**config.mk**
```make
export PLATFORM = sky130hd
export DESIGN_NAME = lsm_sequencer
export DESIGN_NICKNAME = d
export VERILOG_FILES = /design/src/rtl/lsm_pkg.sv /design/src/rtl/lsm_listdec.sv /design/src/rtl/lsm_regmap.sv /design/src/rtl/lsm_agen.sv /design/src/rtl/lsm_fsm.sv /design/src/rtl/lsm_sequencer.sv
export SDC_FILE = /design/constraint.sdc
export NUM_CORES = 1
export LEC_CHECK = 0
export ABC_CLOCK_PERIOD_IN_PS = 3500
export BUFFER_PORTS_ARGS = -buffer_cell sky130_fd_sc_hd__buf_2
export CAP_MARGIN = 0
export CORE_AREA = 2 2 138 140
export DETAILED_ROUTE_END_ITERATION = 10
export DIE_AREA = 0 0 140 142
export PLACE_DENSITY = 0.64
export SYNTH_ARGS = -nofsm -noshare
export SYNTH_HDL_FRONTEND = slang
export SYNTH_SLANG_ARGS = --single-unit
export TNS_END_PERCENT = 5
```
**constraint.sdc**
```tcl
create_clock -name clk -period 3.5 [get_ports clk]
set_clock_uncertainty 0.15 [all_clocks]
set_input_delay 0.7 -clock clk [delete_from_list [all_inputs] [get_ports clk]]
set_output_delay 0.7 -clock clk [all_outputs]
set_load 0.05 [all_outputs]
```
**src/rtl/lsm_pkg.sv**
```systemverilog
package lsm_pkg;

  localparam int unsigned CNT_W        = 4;
  localparam int unsigned LIST_W       = CNT_W + 1;
  localparam int unsigned REG_W        = 5;
  localparam int unsigned TBL_LEN      = 9;
  localparam int unsigned TBL_RUN_LEN  = 8;
  localparam int unsigned TBL_RUN_BASE = 16;
  localparam int unsigned TBL_TAIL_REG = 30;
  localparam int unsigned LINK_REG     = 31;

  typedef enum logic [2:0] {
    ST_IDLE,
    ST_FETCH,
    ST_REQ,
    ST_RSP,
    ST_DONE
  } lsm_state_e;

  localparam logic [1:0] PRV_KERNEL = 2'd0;
  localparam logic [1:0] PRV_SUPER  = 2'd1;
  localparam logic [1:0] PRV_USER   = 2'd2;

  function automatic logic [1:0] priv_map(input logic [1:0] idx);
    case (idx)
      2'd0:    priv_map = PRV_KERNEL;
      2'd1:    priv_map = PRV_SUPER;
      default: priv_map = PRV_USER;
    endcase
  endfunction

endpackage

```
**src/rtl/lsm_listdec.sv**
```systemverilog
module lsm_listdec
  import lsm_pkg::*;
(
  input  logic [LIST_W-1:0] reg_list,
  output logic [CNT_W-1:0]  cnt_eff,
  output logic [CNT_W-1:0]  total,
  output logic              zero
);

  localparam logic [CNT_W-1:0] MAX_CNT = CNT_W'(TBL_LEN);

  logic [CNT_W-1:0] raw_cnt;
  logic             in_range;
  logic             link_f;

  assign raw_cnt  = reg_list[CNT_W-1:0];
  assign link_f   = reg_list[CNT_W];
  assign in_range = (raw_cnt != '0) && (raw_cnt <= MAX_CNT);

  always_comb begin
    cnt_eff = in_range ? raw_cnt : '0;
    total   = cnt_eff + {{(CNT_W-1){1'b0}}, link_f};
    zero    = (total == '0);
  end

endmodule

```
**src/rtl/lsm_regmap.sv**
```systemverilog
module lsm_regmap
  import lsm_pkg::*;
(
  input  logic [CNT_W-1:0] idx,
  input  logic [CNT_W-1:0] cnt_eff,
  output logic [REG_W-1:0] reg_num
);

  logic [REG_W-1:0] tbl [TBL_LEN];

  for (genvar g = 0; g < TBL_LEN; g++) begin : g_tbl
    if (g < TBL_RUN_LEN) begin : g_run
      assign tbl[g] = REG_W'(TBL_RUN_BASE + g);
    end else begin : g_tail
      assign tbl[g] = REG_W'(TBL_TAIL_REG);
    end
  end

  logic [REG_W-1:0] tbl_sel;

  always_comb begin
    tbl_sel = REG_W'(LINK_REG);
    for (int g = 0; g < TBL_LEN; g++) begin
      if (idx == CNT_W'(g)) tbl_sel = tbl[g];
    end
    reg_num = (idx < cnt_eff) ? tbl_sel : REG_W'(LINK_REG);
  end

endmodule

```
**src/rtl/lsm_agen.sv**
```systemverilog
module lsm_agen #(
  parameter int unsigned AW = 32
) (
  input  logic          clk,
  input  logic          rst_n,
  input  logic          load_en,
  input  logic [AW-1:0] base,
  input  logic          adv,
  input  logic          dword,
  output logic [AW-1:0] addr
);

  localparam logic [AW-1:0] STEP_W = AW'(4);
  localparam logic [AW-1:0] STEP_D = AW'(8);

  logic [AW-1:0] addr_q;
  logic [AW-1:0] addr_d;
  logic          addr_en;

  always_comb begin
    addr_en = load_en | adv;
    addr_d  = load_en ? base : (addr_q + (dword ? STEP_D : STEP_W));
  end

  always_ff @(posedge clk or negedge rst_n) begin
    if (!rst_n) begin
      addr_q <= '0;
    end else if (addr_en) begin
      addr_q <= addr_d;
    end
  end

  assign addr = addr_q;

  p_stride_r3: assert property (@(posedge clk) disable iff (!rst_n)
    (adv && !load_en) |=> (addr_q == $past(addr_q) + ($past(dword) ? STEP_D : STEP_W)));

endmodule

```
**src/rtl/lsm_fsm.sv**
```systemverilog
module lsm_fsm
  import lsm_pkg::*;
(
  input  logic             clk,
  input  logic             rst_n,
  input  logic             start,
  input  logic             is_load_in,
  input  logic             zero_in,
  input  logic             ld_q,
  input  logic [CNT_W-1:0] total_q,
  input  logic             mreq_ready,
  input  logic             mrsp_valid,
  output lsm_state_e       state,
  output logic             accept,
  output logic             fetch_en,
  output logic             req_valid,
  output logic             adv,
  output logic             done,
  output logic [CNT_W-1:0] idx
);

  lsm_state_e       state_q, state_d;
  logic [CNT_W-1:0] idx_q, idx_d;
  logic             idx_en;
  logic             last;

  assign last = (idx_q == (total_q - CNT_W'(1)));

  always_comb begin
    state_d   = state_q;
    accept    = 1'b0;
    fetch_en  = 1'b0;
    req_valid = 1'b0;
    adv       = 1'b0;
    done      = 1'b0;
    case (state_q)
      ST_IDLE: begin
        if (start) begin
          accept = 1'b1;
          if (zero_in)         state_d = ST_DONE;
          else if (is_load_in) state_d = ST_REQ;
          else                 state_d = ST_FETCH;
        end
      end
      ST_FETCH: begin
        fetch_en = 1'b1;
        state_d  = ST_REQ;
      end
      ST_REQ: begin
        req_valid = 1'b1;
        if (mreq_ready) state_d = ST_RSP;
      end
      ST_RSP: begin
        if (mrsp_valid) begin
          adv = 1'b1;
          if (last)      state_d = ST_DONE;
          else if (ld_q) state_d = ST_REQ;
          else           state_d = ST_FETCH;
        end
      end
      ST_DONE: begin
        done    = 1'b1;
        state_d = ST_IDLE;
      end
      default: state_d = ST_IDLE;
    endcase
  end

  always_comb begin
    idx_en = accept | adv;
    idx_d  = accept ? '0 : (idx_q + CNT_W'(1));
  end

  always_ff @(posedge clk or negedge rst_n) begin
    if (!rst_n) begin
      state_q <= ST_IDLE;
    end else begin
      state_q <= state_d;
    end
  end

  always_ff @(posedge clk or negedge rst_n) begin
    if (!rst_n) begin
      idx_q <= '0;
    end else if (idx_en) begin
      idx_q <= idx_d;
    end
  end

  assign state = state_q;
  assign idx   = idx_q;

  p_one_outstanding_r5: assert property (@(posedge clk) disable iff (!rst_n)
    (req_valid && mreq_ready) |=> !req_valid);

  p_stall_hold_r5: assert property (@(posedge clk) disable iff (!rst_n)
    (req_valid && !mreq_ready) |=> req_valid);

  p_done_pulse_r8: assert property (@(posedge clk) disable iff (!rst_n)
    done |=> !done);

  p_zero_done_r8: assert property (@(posedge clk) disable iff (!rst_n)
    (accept && zero_in) |=> (done && !req_valid));

endmodule

```
**src/rtl/lsm_sequencer.sv**
```systemverilog
module lsm_sequencer
  import lsm_pkg::*;
#(
  parameter int unsigned AW   = 32,
  parameter int unsigned XLEN = 64
) (
  input  logic              clk,
  input  logic              rst_n,
  input  logic              start,
  input  logic [AW-1:0]     base_addr,
  input  logic [4:0]        reg_list,
  input  logic              is_load,
  input  logic              dword,
  input  logic [1:0]        priv_in,
  output logic              mreq_valid,
  input  logic              mreq_ready,
  output logic [AW-1:0]     mreq_addr,
  output logic              mreq_we,
  output logic              mreq_dword,
  output logic [1:0]        mreq_priv,
  output logic [XLEN-1:0]   mreq_wdata,
  input  logic              mrsp_valid,
  input  logic [XLEN-1:0]   mrsp_rdata,
  output logic [4:0]        rf_raddr,
  input  logic [XLEN-1:0]   rf_rdata,
  output logic              rf_we,
  output logic [4:0]        rf_waddr,
  output logic [XLEN-1:0]   rf_wdata,
  output logic              done
);

  // reset: asserted asynchronously, released on the clock
  logic rst_s0, rst_s;

  always_ff @(posedge clk or negedge rst_n) begin
    if (!rst_n) begin
      rst_s0 <= 1'b0;
      rst_s  <= 1'b0;
    end else begin
      rst_s0 <= 1'b1;
      rst_s  <= rst_s0;
    end
  end

  // list decode of the live input, captured on acceptance
  logic [CNT_W-1:0] cnt_live, total_live;
  logic             zero_live;

  lsm_listdec i_listdec (
    .reg_list (reg_list),
    .cnt_eff  (cnt_live),
    .total    (total_live),
    .zero     (zero_live)
  );

  lsm_state_e       state;
  logic             accept, fetch_en, req_valid, adv;
  logic [CNT_W-1:0] idx;
  logic [CNT_W-1:0] cnt_q, total_q;
  logic             ld_q, dbl_q;
  logic [1:0]       priv_q;
  logic [XLEN-1:0]  wdata_q;
  logic [REG_W-1:0] reg_num;
  logic [AW-1:0]    addr;
  logic             busy;

  always_ff @(posedge clk or negedge rst_s) begin
    if (!rst_s) begin
      cnt_q   <= '0;
      total_q <= '0;
      ld_q    <= 1'b0;
      dbl_q   <= 1'b0;
      priv_q  <= PRV_KERNEL;
    end else if (accept) begin
      cnt_q   <= cnt_live;
      total_q <= total_live;
      ld_q    <= is_load;
      dbl_q   <= dword;
      priv_q  <= priv_map(priv_in);
    end
  end

  lsm_fsm i_fsm (
    .clk        (clk),
    .rst_n      (rst_s),
    .start      (start),
    .is_load_in (is_load),
    .zero_in    (zero_live),
    .ld_q       (ld_q),
    .total_q    (total_q),
    .mreq_ready (mreq_ready),
    .mrsp_valid (mrsp_valid),
    .state      (state),
    .accept     (accept),
    .fetch_en   (fetch_en),
    .req_valid  (req_valid),
    .adv        (adv),
    .done       (done),
    .idx        (idx)
  );

  lsm_regmap i_regmap (
    .idx     (idx),
    .cnt_eff (cnt_q),
    .reg_num (reg_num)
  );

  lsm_agen #(.AW(AW)) i_agen (
    .clk     (clk),
    .rst_n   (rst_s),
    .load_en (accept),
    .base    (base_addr),
    .adv     (adv),
    .dword   (dbl_q),
    .addr    (addr)
  );

  // store data captured during the read cycle
  always_ff @(posedge clk or negedge rst_s) begin
    if (!rst_s) begin
      wdata_q <= '0;
    end else if (fetch_en) begin
      wdata_q <= rf_rdata;
    end
  end

  logic [XLEN-1:0] ext_word;

  if (XLEN > 32) begin : g_wide
    assign ext_word = {{(XLEN-32){mrsp_rdata[31]}}, mrsp_rdata[31:0]};

    p_sign_ext_r6: assert property (@(posedge clk) disable iff (!rst_s)
      (rf_we && !mreq_dword) |->
        ((rf_wdata[XLEN-1:32] == '0) || (&rf_wdata[XLEN-1:32])) &&
        (rf_wdata[32] == rf_wdata[31]));
  end else begin : g_narrow
    assign ext_word = mrsp_rdata;
  end

  assign busy       = (state != ST_IDLE);
  assign mreq_valid = req_valid;
  assign mreq_addr  = addr;
  assign mreq_we    = ~ld_q;
  assign mreq_dword = dbl_q;
  assign mreq_priv  = priv_q;
  assign mreq_wdata = wdata_q;
  assign rf_raddr   = reg_num;
  assign rf_we      = adv & ld_q;
  assign rf_waddr   = reg_num;
  assign rf_wdata   = dbl_q ? mrsp_rdata : ext_word;

  p_addr_hold_r5: assert property (@(posedge clk) disable iff (!rst_s)
    (mreq_valid && !mreq_ready) |=> (mreq_valid && $stable(mreq_addr) && $stable(mreq_wdata)));

  p_priv_code_r4: assert property (@(posedge clk) disable iff (!rst_s)
    mreq_valid |-> (mreq_priv != 2'd3));

  p_write_on_rsp_r6: assert property (@(posedge clk) disable iff (!rst_s)
    rf_we |-> (mrsp_valid && !mreq_we));

  p_busy_ignore_r9: assert property (@(posedge clk) disable iff (!rst_s)
    (busy && start) |=> ($stable(total_q) && $stable(ld_q) && $stable(priv_q)));

endmodule

```
# Word level (Yosys, flattened, before mapping)
# Cells that the tools add are included.
[classes]
n_addsub = 4
order_cmp = 2
eq_ne = 17
mux = 31
n_bitwise = 3
reduce_logical = 7
[op_table]
columns = ["op", "count"]
rows = [
  ["$mux 64", 1],
  ["$mux 4", 13],
  ["$add 32x32->32", 1],
  ["$mux 32", 1],
  ["$eq 4x3->1 const B", 4],
  ["$mux 3", 5],
  ["$pmux 3 s4", 1],
  ["$eq 4x2->1 const B", 2],
  ["$logic_not 4->1", 2],
  ["$mux 1", 7],
  ["$eq 3x2->1 const B", 2],
  ["$ne 2x2->1 const B", 3],
  ["$add 4x1->4", 1],
  ["$add 4x1->4 const B", 1],
  ["$eq 4x1->1 const B", 1],
  ["$eq 4x4->1", 1],
  ["$eq 4x4->1 const B", 1],
  ["$le 4x4->1 const B", 1],
  ["$lt 4x4->1", 1],
  ["$mux 2", 2],
  ["$pmux 2 s2", 1],
  ["$reduce_bool 4->1", 1],
  ["$sub 4x1->4 const B", 1],
  ["$eq 3x1->1 const B", 1],
  ["other kinds (9)", 9],
]
[totals]
ff_bits = 117
inputBits = 174
output_inout_bits = 177

# Depth between registers and ports, before layout
[depth]
ltp_word = 11
ltp_mapped = 11

# Hierarchy
# Synthesis repeated with hierarchy kept, for this count alone.
[unflattened]
cells_unflattened = 574
hier_area_um2 = 6384.9
[by_module_without_submodules]
columns = ["module", "n_inst", "cells_each", "area_per_inst_um2", "seq_area_each_um2"]
rows = [
  ["lsm_sequencer", 1, 277, 3753.6, 1951.9],
  ["lsm_agen", 1, 216, 1931.9, 800.8],
  ["lsm_fsm", 1, 53, 491.7, 175.2],
  ["lsm_regmap", 1, 18, 127.6, 0.0],
  ["lsm_listdec", 1, 10, 80.1, 0.0],
]

# Worst setup path before layout
# Ideal clock, no wire load.
[synth_timing]
path_type = "flip-flop to output port"
start = "register i_fsm.idx_q[0] (netlist: i_fsm.idx[0])"
end = "output rf_waddr[0]"
t_arrival_ns = 2.455
setup_slack_ns = 0.195
path_stages_with_launch = 7
cell_sequence = "dfrtp_1 -> inv_1 -> ha_1 -> a21oi_1 -> nor3_1 -> o21ai_0 -> buf_4"
[synth_via]
elab_chain_cells = 11
elab_cells_between_ends = 20
classes_between = "order compare (1); eq/ne (8); mux (10); reduce/logical (1)"
[synth_lines]
columns = ["element", "line_no", "source"]
rows = [
  ["from (decl)", "lsm_fsm.sv:23", "logic [CNT_W-1:0] idx_q, idx_d;"],
  ["from (signal assigned)", "lsm_fsm.sv:86", "idx_q <= idx_d;"],
  ["$logic_not 4->1", "lsm_regmap.sv:24", "if (idx == CNT_W'(g)) tbl_sel = tbl[g];"],
  ["$mux 4 (9 in series)", "lsm_regmap.sv:24", ""],
  ["$mux 4 (*)", "lsm_regmap.sv:26", "reg_num = (idx < cnt_eff) ? tbl_sel : REG_W'(LINK_REG);"],
  ["to (decl)", "lsm_sequencer.sv:27", "output logic [4:0] rf_waddr,"],
]
# Every way passes the cells marked *; elsewhere a longest branch is shown, timed or not.

# Final worst setup path
[layout_timing]
start = "register i_fsm.idx_q[1] (netlist: i_fsm.idx[1])"
end = "output rf_waddr[1]"
# Same word-level chain as after synthesis.

==> results by group <==
Timing
  – Minimum clock period: 3140 ps
  – Setup_tns: 0 ps
  – Pins Over Slew Limit: 0
  – Post-route clock period utilization: 0.897
  – Slew @ Worst Pin: a little over 800 ps
  – RSZ-0062 raised after global routing: false
  – Slew HR: 0.453
  – Final hold violations: 0
  – Final setup violation count: 0
  – Max frequency: ~320 MHz

Global routing
  – Number of global-route vias before repair: ~4,700
  – Grt met3 use: 0.0454
  – Most Crowded Layer GR: met2
  – Largest net degree at the start of global routing: 71
  – Total GRT Usage: 0.160
  – Met1 usage: 0.207
  – Met2 Usage GRT: 0.255
  – Global-route wire length before repair: 24,900 um
  – Initial antenna violation count: 0
  – Grt ovf: 0

Die
  – Die ar.: 19,900 um2
  – Ports: around 350
  – Die X: roughly 140 um
  – Die height: between 100 and 150 um
  – Core ar.: about 18,000 um2
  – Site Rows: 50
  – Initial Util: 0.328

Synth
  – Synthesized cell area: ~6100 um2
  – Register bit total from synthesis: around 120
  – Largest family of logic cells by synthesized area: simple AND/OR/NAND/NOR gates
  – Synth Area in Compound Gates: 0.0558
  – Adder-Cell Fraction of Synth Area: 0.0281
  – Yosys Warn Count: 0
  – Synth Area in XOR/XNOR: 0.0550
  – Cell variety after synth: 48
  – Post-synthesis mux area share: 0.123
  – Top FF cell, synth: dfrtp_1
  – Sequential area share after synthesis: 0.484
  – Syn Area/Cell: 10.2 um2
  – Syn Inst Count: approximately 600
  – EDFF count, synth: 0
  – Synth Area in Simple Gates: 0.174
  – Async SR Flop Fraction: 1.00

Power
  – Peak VDD IR: 1.10 mV
  – Net Switching: 0.00545 W
  – Switching Share: 0.546
  – Power per cell area: ~1200 nW/um2
  – Comb power frac: 0.578
  – Clock Power Share: 0.169
  – P_int: about 0.0045 W
  – Leak: slightly below 4 nW
  – Sequential Power Share: 0.252
  – Design Power: between 0.009 and 0.01 W

Finish
  – Area of the multi-input gates: between 2000 and 3000 um2
  – Final Instance Count excl. Fillers: about 1,100
  – Seq. cell area: 2930 um2
  – Share of layout cells above drive strength 1: 0.468
  – Most frequent cells in the layout: 286 x buf_2, 130 x nand2_1, 116 x dfrtp_1
  – Nets: roughly 1,000
  – Most common cell after layout, fill and taps aside: buf_2
  – Syn-to-layout area delta: 32.5%
  – Fillers: around 1,800

Detailed routing
  – Via count: 4,992
  – Detail Route Antenna Nets: 0
  – WL/cell: about 15 um
  – Via density per instance: about 4.6
  – TritonRoute pass-1 iters: 8
  – DR iter-0 viols: 205
  – Post-Route WL: around 16,000 um
  – Residual DRC: 34

Hold path
  – Worst Hold Depth: 0
  – Class of the worst hold path: reg2reg
  – Hold path endpoint: rst_s
  – Hold Crit Start: rst_s0

CTS
  – Clock Pin Slew Worst Setup and Hold Paths: approximately 60 ps
  – CTS tree: built
  – # Post-CTS Setup Buffers: 0
  – Root buffer cell: clkbuf_16
  – Sink Count: ~120
  – CTS Buf Count: 17
  – Clk buf depth: 2
  – Clock Latency Late Sink: 410 ps
  – Max H-tree Level: 4
  – PostCTS Resize Cnt: 0

Status
  – Failing checks: DRC
  – Status: finished, violations left

Critical path
  – Worst reg2reg startpoint: mreq_dword
  – Reg-to-reg slack, setup: between 800 and 900 ps
  – Crit path launch type: register
  – Most used cell, CP: a21o_1
  – Setup crit end kind: output port
  – Critical path fanouts, max: 7
  – WP data arrival: between 2000 and 2500 ps
  – WP data required: 2650 ps
  – CP peak stage delay: 460 ps
  – Critical Path Slowest Stage Cell: dfrtp_1
  – Critical path, cell by cell: ha_1 > a21o_1 > a21o_1 > a211oi_1 > o211ai_1 > buf_2
  – Worst Reg2Reg Path Length in Cells: 9
  – R2R Path End: i_agen.addr[28]
  – CP Class: reg2out

Placement
  – Port Buffer Count: 286
  – Gpl congestion: about 0.75
  – Post-DP HPWL: between 10,000 and 15,000 um
  – Placed insts: ~1,100

Run
  – Max cap viols: 0
==> critical path, delay by kind of cell (launching register included) <==
family / cells / cell delay, ps
compound gates: 4 / 880
flops: 1 / 460
fa+ha+maj: 1 / 300
buf+inv: 1 / 240
==> synth_stat cells, types with 2 or more instances <==
master | n | share of area
a21oi_1 | 9 | 0.0074
nand2_1 | 130 | 0.081
nor2_1 | 20 | 0.012
clkbuf_1 | 17 | 0.011
nand3_1 | 12 | 0.0099
xor2_1 | 14 | 0.020
and4b_1 | 2 | 0.0033
mux2_2 | 66 | 0.12
o31ai_1 | 2 | 0.0025
nand3b_1 | 3 | 0.0037
a21o_1 | 4 | 0.0050
and4_1 | 4 | 0.0058
nand4_1 | 6 | 0.0062
o21ai_0 | 32 | 0.026
a31oi_1 | 2 | 0.0021
inv_1 | 15 | 0.0093
buf_2 | 9 | 0.0074
ha_1 | 12 | 0.025
buf_4 | 41 | 0.051
xnor2_1 | 24 | 0.035
and3_1 | 7 | 0.0072
dfrtp_1 | 117 | 0.48
nand2b_1 | 3 | 0.0031
o21ai_1 | 5 | 0.0041
nor3_2 | 2 | 0.0033
and2_1 | 3 | 0.0031
nor3_1 | 12 | 0.0099
or3_1 | 2 | 0.0021
==> state kept, by name, summed over array words and instances (netlist names) <==
name / flops
mreq_wdata: 64
cnt_q: 4
i_agen.addr: 32
i_fsm.idx: 4
total_q: 4
mreq_priv: 2
rst_s: 1
mreq_dword: 1
ld_q: 1
rst_s0: 1
i_fsm.state: 3
==> final cells by class <==
| type | count | share of cell area |
|---|---|---|
| Timing Repair Buffer | 294 | 0.188 |
| Clock inverter | 14 | 0.0179 |
| Sequential cell | 117 | 0.366 |
| Clock buffer | 18 | 0.0535 |
| Multi-Input combinational cell | 397 | 0.331 |
| Tap cell | 234 | 0.0365 |
| Antenna cell | 1 | 0.000312 |
| Inverter | 15 | 0.00702 |
==> repair_timing <==
action / CTS / global route
hold endpoints to repair: 2 / 0
setup endpoints to repair: 0 / 0
hold buffers: 1 / 0
==> power groups by stage <==
stage                     Combinational [W]  Clock (W)  Sequential, W
after global routing                0.00608    0.00181        0.00262
after CTS                           0.00582    0.00175        0.00252
after floorplan                     0.00274          0        0.00445
final                               0.00577    0.00169        0.00252
after detailed placement            0.00581          0        0.00254
after global placement              0.00576          0        0.00251
==> worst max path at each step <==
stage,depth (start not counted),from,slack [ps],end
floorplan,6,i_fsm.idx[0],190,rf_waddr[0]
global placement,9,reg_list[2],800,i_fsm.state[0]
detailed placement,9,reg_list[2],740,i_fsm.state[0]
CTS,6,i_fsm.idx[1],330,rf_waddr[1]
global route,6,i_fsm.idx[1],180,rf_waddr[1]
finish,6,i_fsm.idx[1],360,rf_waddr[1]
==> per-stage QoR <==
stage	utilization	hold slack, ps	cell area [um2]	worst slack (ps)
3_5_place_dp	0.403	187	7430	740
2_1_floorplan	-	181	6060	195
6_report	0.435	198	8020	360
5_1_grt	0.434	216	8020	180
3_3_place_gp	0.403	183	7430	798
4_1_cts	0.434	201	8020	334
==> kinds of logic after synthesis <==
group                      Yosys count
and+or+nand+nor                    217
DFF                                117
buffers and inverters               83
muxes                               66
AOI/OAI and AO/OA                   60
xor gates and xnor gates            38
adders and majority gates           13
other                                1
==> per-layer routing <==
| layer | up-vias | wire length (um) | part of all wire |
|---|---|---|---|
| met2 | 152 | 7820 | 0.49 |
| met4 | 0 | 310 | 0.019 |
| met5 | - | 0 | 0 |
| li1 | 2471 | - | - |
| met3 | 25 | 857 | 0.053 |
| met1 | 2344 | 7060 | 0.44 |
Power figures use the tool's default switching activity.
